$ cat src/rtl/chario_pkg.sv
package chario_pkg;

    localparam int CHAR_W = 8;

    typedef struct packed {
        logic [CHAR_W-1:0] ch;
        logic              rdy;
        logic              ovr;
    } kbd_state_t;

    typedef struct packed {
        logic [CHAR_W-1:0] ch;
        logic              free;
    } dsp_state_t;

endpackage

$ cat src/rtl/chario_kbd_buf.sv
module chario_kbd_buf
    import chario_pkg::*;
(
    input  logic              clk,
    input  logic              rst_n,
    input  logic              strobe,
    input  logic [CHAR_W-1:0] char_in,
    input  logic              take,
    output logic [CHAR_W-1:0] char_o,
    output logic              rdy_o,
    output logic              ovr_o
);

    kbd_state_t st_d, st_q;

    always_comb begin
        st_d = st_q;
        if (take) begin
            st_d.rdy = 1'b0;
            st_d.ovr = 1'b0;
        end
        if (strobe) begin
            st_d.ch  = char_in;
            st_d.rdy = 1'b1;
            if (st_q.rdy && !take) begin
                st_d.ovr = 1'b1;
            end
        end
    end

    always_ff @(posedge clk) begin
        if (!rst_n) begin
            st_q <= '0;
        end else begin
            st_q <= st_d;
        end
    end

    assign char_o = st_q.ch;
    assign rdy_o  = st_q.rdy;
    assign ovr_o  = st_q.ovr;

    p_strobe_sets_ready_r2: assert property (@(posedge clk) disable iff (!rst_n)
        strobe |=> rdy_o);
    p_take_clears_ready_r2: assert property (@(posedge clk) disable iff (!rst_n)
        (take && !strobe) |=> (!rdy_o && !ovr_o));
    p_overwrite_flags_overrun_r3: assert property (@(posedge clk) disable iff (!rst_n)
        (strobe && rdy_o && !take) |=> ovr_o);
    p_same_cycle_keeps_ready_r9: assert property (@(posedge clk) disable iff (!rst_n)
        (strobe && take) |=> (rdy_o && !ovr_o));

endmodule

$ cat src/rtl/chario_dsp_buf.sv
module chario_dsp_buf
    import chario_pkg::*;
(
    input  logic              clk,
    input  logic              rst_n,
    input  logic              load,
    input  logic [CHAR_W-1:0] wdata,
    input  logic              accept,
    output logic [CHAR_W-1:0] char_o,
    output logic              free_o
);

    dsp_state_t st_d, st_q;

    always_comb begin
        st_d = st_q;
        if (accept && !st_q.free) begin
            st_d.free = 1'b1;
        end
        if (load) begin
            st_d.ch   = wdata;
            st_d.free = 1'b0;
        end
    end

    always_ff @(posedge clk) begin
        if (!rst_n) begin
            st_q <= '{ch: '0, free: 1'b1};
        end else begin
            st_q <= st_d;
        end
    end

    assign char_o = st_q.ch;
    assign free_o = st_q.free;

    p_load_marks_busy_r4: assert property (@(posedge clk) disable iff (!rst_n)
        load |=> (!free_o && char_o == $past(wdata)));
    p_accept_frees_r5: assert property (@(posedge clk) disable iff (!rst_n)
        (accept && !free_o && !load) |=> free_o);
    p_idle_holds_char_r5: assert property (@(posedge clk) disable iff (!rst_n)
        !load |=> $stable(char_o));

endmodule

$ cat src/rtl/chario_bus_dec.sv
module chario_bus_dec
    import chario_pkg::*;
#(
    parameter int ADDR_W   = 4,
    parameter int IDX_KDAT = 0,
    parameter int IDX_KST  = 1,
    parameter int IDX_DDAT = 2,
    parameter int IDX_DST  = 3,
    parameter int RDY_BIT  = 3,
    parameter int OVR_BIT  = 0
) (
    input  logic              clk,
    input  logic              rst_n,
    input  logic [ADDR_W-1:0] addr,
    input  logic              rd,
    input  logic              wr,
    input  logic [CHAR_W-1:0] kbd_char,
    input  logic              kbd_rdy,
    input  logic              kbd_ovr,
    input  logic [CHAR_W-1:0] dsp_char,
    input  logic              dsp_free,
    output logic              kbd_take,
    output logic              dsp_load,
    output logic [CHAR_W-1:0] rdata
);

    localparam logic [ADDR_W-1:0] A_KDAT = ADDR_W'(IDX_KDAT);
    localparam logic [ADDR_W-1:0] A_KST  = ADDR_W'(IDX_KST);
    localparam logic [ADDR_W-1:0] A_DDAT = ADDR_W'(IDX_DDAT);
    localparam logic [ADDR_W-1:0] A_DST  = ADDR_W'(IDX_DST);
    localparam logic [CHAR_W-1:0] KST_MASK = CHAR_W'((1 << RDY_BIT) | (1 << OVR_BIT));

    logic [CHAR_W-1:0] rdata_d, rdata_q;
    logic [CHAR_W-1:0] kst_word, dst_word;
    logic              mapped;

    always_comb begin
        kst_word          = '0;
        kst_word[RDY_BIT] = kbd_rdy;
        kst_word[OVR_BIT] = kbd_ovr;
        dst_word          = '0;
        dst_word[RDY_BIT] = dsp_free;
        mapped            = (addr == A_KDAT) || (addr == A_KST) ||
                            (addr == A_DDAT) || (addr == A_DST);
        kbd_take          = rd && (addr == A_KDAT);
        dsp_load          = wr && (addr == A_DDAT);
        rdata_d           = rdata_q;
        if (rd) begin
            unique case (1'b1)
                addr == A_KDAT: rdata_d = kbd_char;
                addr == A_KST:  rdata_d = kst_word;
                addr == A_DDAT: rdata_d = dsp_char;
                addr == A_DST:  rdata_d = dst_word;
                default:        rdata_d = '0;
            endcase
        end
    end

    always_ff @(posedge clk) begin
        if (!rst_n) begin
            rdata_q <= '0;
        end else begin
            rdata_q <= rdata_d;
        end
    end

    assign rdata = rdata_q;

    p_kst_reserved_zero_r6: assert property (@(posedge clk) disable iff (!rst_n)
        (rd && addr == A_KST) |=> ((rdata & ~KST_MASK) == '0));
    p_dst_reserved_zero_r6: assert property (@(posedge clk) disable iff (!rst_n)
        (rd && addr == A_DST) |=> ((rdata & ~(CHAR_W'(1) << RDY_BIT)) == '0));
    p_unmapped_reads_zero_r8: assert property (@(posedge clk) disable iff (!rst_n)
        (rd && !mapped) |=> (rdata == '0));
    p_no_read_holds_r8: assert property (@(posedge clk) disable iff (!rst_n)
        !rd |=> $stable(rdata));

endmodule

$ cat src/rtl/chario_port.sv
module chario_port
    import chario_pkg::*;
#(
    parameter int ADDR_W = 4
) (
    input  logic              clk,
    input  logic              rst_n,
    input  logic [ADDR_W-1:0] bus_addr,
    input  logic              bus_rd,
    input  logic              bus_wr,
    input  logic [7:0]        bus_wdata,
    output logic [7:0]        bus_rdata,
    input  logic              kbd_strobe,
    input  logic [7:0]        kbd_char,
    output logic [7:0]        disp_char,
    output logic              disp_valid,
    input  logic              disp_accept
);

    logic [CHAR_W-1:0] k_char, d_char;
    logic              k_rdy, k_ovr, d_free, k_take, d_load;

    chario_kbd_buf u_kbd (
        .clk     (clk),
        .rst_n   (rst_n),
        .strobe  (kbd_strobe),
        .char_in (kbd_char),
        .take    (k_take),
        .char_o  (k_char),
        .rdy_o   (k_rdy),
        .ovr_o   (k_ovr)
    );

    chario_dsp_buf u_dsp (
        .clk    (clk),
        .rst_n  (rst_n),
        .load   (d_load),
        .wdata  (bus_wdata),
        .accept (disp_accept),
        .char_o (d_char),
        .free_o (d_free)
    );

    chario_bus_dec #(.ADDR_W(ADDR_W)) u_dec (
        .clk      (clk),
        .rst_n    (rst_n),
        .addr     (bus_addr),
        .rd       (bus_rd),
        .wr       (bus_wr),
        .kbd_char (k_char),
        .kbd_rdy  (k_rdy),
        .kbd_ovr  (k_ovr),
        .dsp_char (d_char),
        .dsp_free (d_free),
        .kbd_take (k_take),
        .dsp_load (d_load),
        .rdata    (bus_rdata)
    );

    assign disp_char  = d_char;
    assign disp_valid = !d_free;

    p_valid_tracks_free_r5: assert property (@(posedge clk) disable iff (!rst_n)
        (disp_valid && disp_accept && !bus_wr) |=> !disp_valid);
    p_status_write_ignored_r7: assert property (@(posedge clk) disable iff (!rst_n)
        (bus_wr && bus_addr != ADDR_W'(2) && !disp_accept) |=> $stable(disp_valid));

endmodule

$ cat config.mk
export PLATFORM = sky130hd
export DESIGN_NAME = chario_port
export DESIGN_NICKNAME = d
export VERILOG_FILES = /design/src/rtl/chario_pkg.sv /design/src/rtl/chario_kbd_buf.sv /design/src/rtl/chario_dsp_buf.sv /design/src/rtl/chario_bus_dec.sv /design/src/rtl/chario_port.sv
export SDC_FILE = /design/constraint.sdc
export NUM_CORES = 1
export LEC_CHECK = 0
export ABC_CLOCK_PERIOD_IN_PS = 3200
export BUFFER_PORTS_ARGS = -buffer_cell sky130_fd_sc_hd__buf_4
export CORE_UTILIZATION = 50
export DETAILED_ROUTE_END_ITERATION = 16
export PLACE_DENSITY = 0.8
export SLEW_MARGIN = 5
export SYNTH_ARGS = -nofsm -noshare
export SYNTH_HDL_FRONTEND = slang
export SYNTH_SLANG_ARGS = --single-unit
$ cat constraint.sdc
create_clock -name clk -period 3.2 [get_ports clk]
set_clock_uncertainty 0.05 [all_clocks]
set_input_delay 0.16 -clock clk [delete_from_list [all_inputs] [get_ports clk]]
set_output_delay 0.16 -clock clk [all_outputs]
set_load 0.01 [all_outputs]
==> reports/metrics.cfg <==
[sta]
rsz0062_at_grt=false
setup_violations=0
period_needed_ns=1.19
hold_viol=0
timing.final.crit_share=0.373
fmax_mhz=838
slew_violations=0
fin_tns_setup_ns=0
tightest_slew_ns=0.920
holdWs_ns=0.0310
relSlewSlack=0.382

[clocking]
clockBufferDepth=2
cts_resized=0
cts-root-buf=clkbuf_4
clock_latency_ns=0.31
cts_buffers=3
cts_tree=done
clk_pin_slew_ns=0.15
cts_num_sinks=27
cts.htree.levels=1

[route]
drtAntennaViolNets=0
wirelength_mm=2.65
vias=1009
drc=0
wl_per_cell_um=13.7
via_per_inst=5.23
drt_iter0_drc=17
dr.pass1.iters=4

[logic_synthesis]
synth-edff-count=0
yosysUniqueCellTypes=29
syn_inst=127
ys.flop_type=dfxtp_1
ys_seq_elements=27
syn-cell-area_mm2=0.00120
synthesis.nets=153
yosysSeqAreaShare=0.452
synth_warnings=0
avgSynthCellArea_um2=9.42
async_flop_share=0

[pwr]
finalPower_mw=0.576
intPower_mw=0.435
netSwitchingFraction=0.245
p_per_area_mw_per_mm2=375
seq_power_share=0.611
combPwrFrac=0.134
clockPowerShare=0.255
ir_drop_v=0.000293
switchingPower_mw=0.141
p_leak_nw=0.669

[floorplan]
die_w_um=50.9
initial_core_util=0.536
die_area_mm2=0.00259
row_count=17
io_pins=43
fp.coreArea_mm2=0.00223
die_h_um=50.9

[cells_and_area]
finish.utilization=0.688
n_antenna_cell=0
fin_cells=193
nFillCells=190
final_nets=192
syn2layout_area_growth_pct=28.5
drive_gt1_frac=0.303

[setup_path]
cp_slowest_cell=nor3_1
critical_path_arrival_ns=1.41
worst-path-buf-inv=1
critPathCaptureType=register
required_ns=3.41
cpLargestDelayFamily=simple AND/OR/NAND/NOR gates
worst_setup_path_start_kind=input port
crit_chain=buf_4 -> nor3_1 -> nand3_1 -> a21boi_0
path_class=input port to register
worstPathMaxFanout=8
slowest_delay_ns=0.75

[flow_run]
maxCapViolCount=0

[place]
dpl.hpwl_mm=1.90
dp.cells=188
portBuffers=42
gp_congestion=0.770

[grt]
grt_max_degree=30
gr-total-overflow=0
grt_pass1_vias=956
grt_usage=0.219
antenna_found_initial=0
grt_pass1_wl_mm=4.22

[status]
status=finished, final reports clean

[worst_hold_path]
hp-class=input port to register

-- worst reg2reg max path, cell delays in order, from the launching register on --
cell and delay (ns):
dfxtp_1 0.35, mux2i_1 0.20, o21ai_0 0.12, a41o_1 0.24
-- stage by stage --
stage / area [um^2] / worst slack (ns)
2_1_floorplan: 1200 / 2.03
3_3_place_gp: 1500 / 1.82
3_5_place_dp: 1500 / 1.64
4_1_cts: 1530 / 2.00
5_1_grt: 1540 / 1.89
6_report: 1540 / 2.01
-- synth_stat cells, types with 2 or more instances --
| cell | count | area share |
|---|---|---|
| nand3_1 | 8 | 0.033 |
| nor2b_1 | 8 | 0.042 |
| a21boi_0 | 8 | 0.050 |
| buf_2 | 2 | 0.0084 |
| nand2_1 | 2 | 0.0063 |
| nor2_1 | 3 | 0.0094 |
| clkbuf_1 | 4 | 0.013 |
| dfxtp_1 | 27 | 0.45 |
| inv_1 | 7 | 0.022 |
| o22ai_1 | 7 | 0.037 |
| and2_1 | 6 | 0.031 |
| o21ai_0 | 12 | 0.050 |
| nor3_1 | 2 | 0.0084 |
| nand3b_1 | 2 | 0.013 |
| mux2i_1 | 15 | 0.13 |
-- sequential cells by signal, summed over array words and instances (netlist names) --
signal and flops:
u_kbd.rdy_o 1, u_dsp.free_o 1, u_kbd.ovr_o 1, u_dec.rdata 8, u_dsp.char_o 8, u_kbd.char_o 8
-- cells in the final DEF (no fill, tap or decap), types with 2 or more instances in the layout --
cell type	instances
nand2_1	2
nor2_1	3
o21ai_0	12
and2_1	6
a21boi_0	8
clkbuf_4	3
dfxtp_1	27
inv_1	7
nor3_1	2
nand3b_1	2
nand3_1	8
buf_4	42
o22ai_1	7
mux2i_1	15
nor2b_1	8
-- cell type report --
| cell class | count | area (um^2) | share of cell area |
|---|---|---|---|
| multi-input combinational | 84 | 582 | 0.379 |
| inverter | 7 | 26.3 | 0.0171 |
| clock buffer | 3 | 22.5 | 0.0147 |
| sequential | 27 | 541 | 0.352 |
| tap | 28 | 35.0 | 0.0228 |
| timing repair buffer | 43 | 325 | 0.212 |
| clock inverter | 1 | 5.00 | 0.00326 |
-- logic make-up (layout without fill, tap and decap cells) --
logic type	count (synthesis)	in the layout	synth area share
muxes	16	16	0.135
AOI/OAI and AO/OA	31	31	0.164
buffers and inverters	16	54	0.0617
and+or+nand+nor	37	37	0.187
DFF	27	27	0.452
-- final timing paths --
| check | end | from | slack [ns] | cells after the start |
|---|---|---|---|---|
| worst max-delay path | u_dsp.char_o[6]$_SDFFE_PN0P_ | bus_addr[0] | 2.01 | 4 |
| worst min-delay path | u_kbd.char_o[2]$_SDFFE_PN0P_ | kbd_char[2] | 0.03 | 3 |
| worst max register to register | u_dec.rdata[0]$_SDFFE_PN0P_ | u_dsp.char_o[0]$_SDFFE_PN0P_ | 2.16 | 3 |
| worst min register to register | u_dec.rdata[3]$_SDFFE_PN0P_ | u_dec.rdata[3]$_SDFFE_PN0P_ | 0.46 | 2 |
-- power by group through the flow --
stage | Sequential [mW] | Clock (mW) | Combinational [mW]
after detailed placement | 0.359 | 0 | 0.0759
after global routing | 0.353 | 0.163 | 0.0837
after CTS | 0.352 | 0.151 | 0.0760
final | 0.352 | 0.147 | 0.0772
after floorplan | 0.358 | 0 | 0.0400
after global placement | 0.359 | 0 | 0.0744
-- routing by layer --
metal | part of all wire | up-vias | global-route usage
li1 | - | 520 | -
met1 | 0.45 | 458 | 0.270
met2 | 0.49 | 27 | 0.355
met3 | 0.043 | 4 | 0.0565
met4 | 0.0091 | 0 | 0.102
met5 | 0 | - | 0
-- what timing repair did --
| action | 4_1_cts | 5_1_grt |
|---|---|---|
| hold endpoints to repair | 0 | 1 |
| buffers inserted | 0 | 0 |
| hold buffers | 0 | 1 |
No activity file was read; power rests on OpenSTA's default activity.
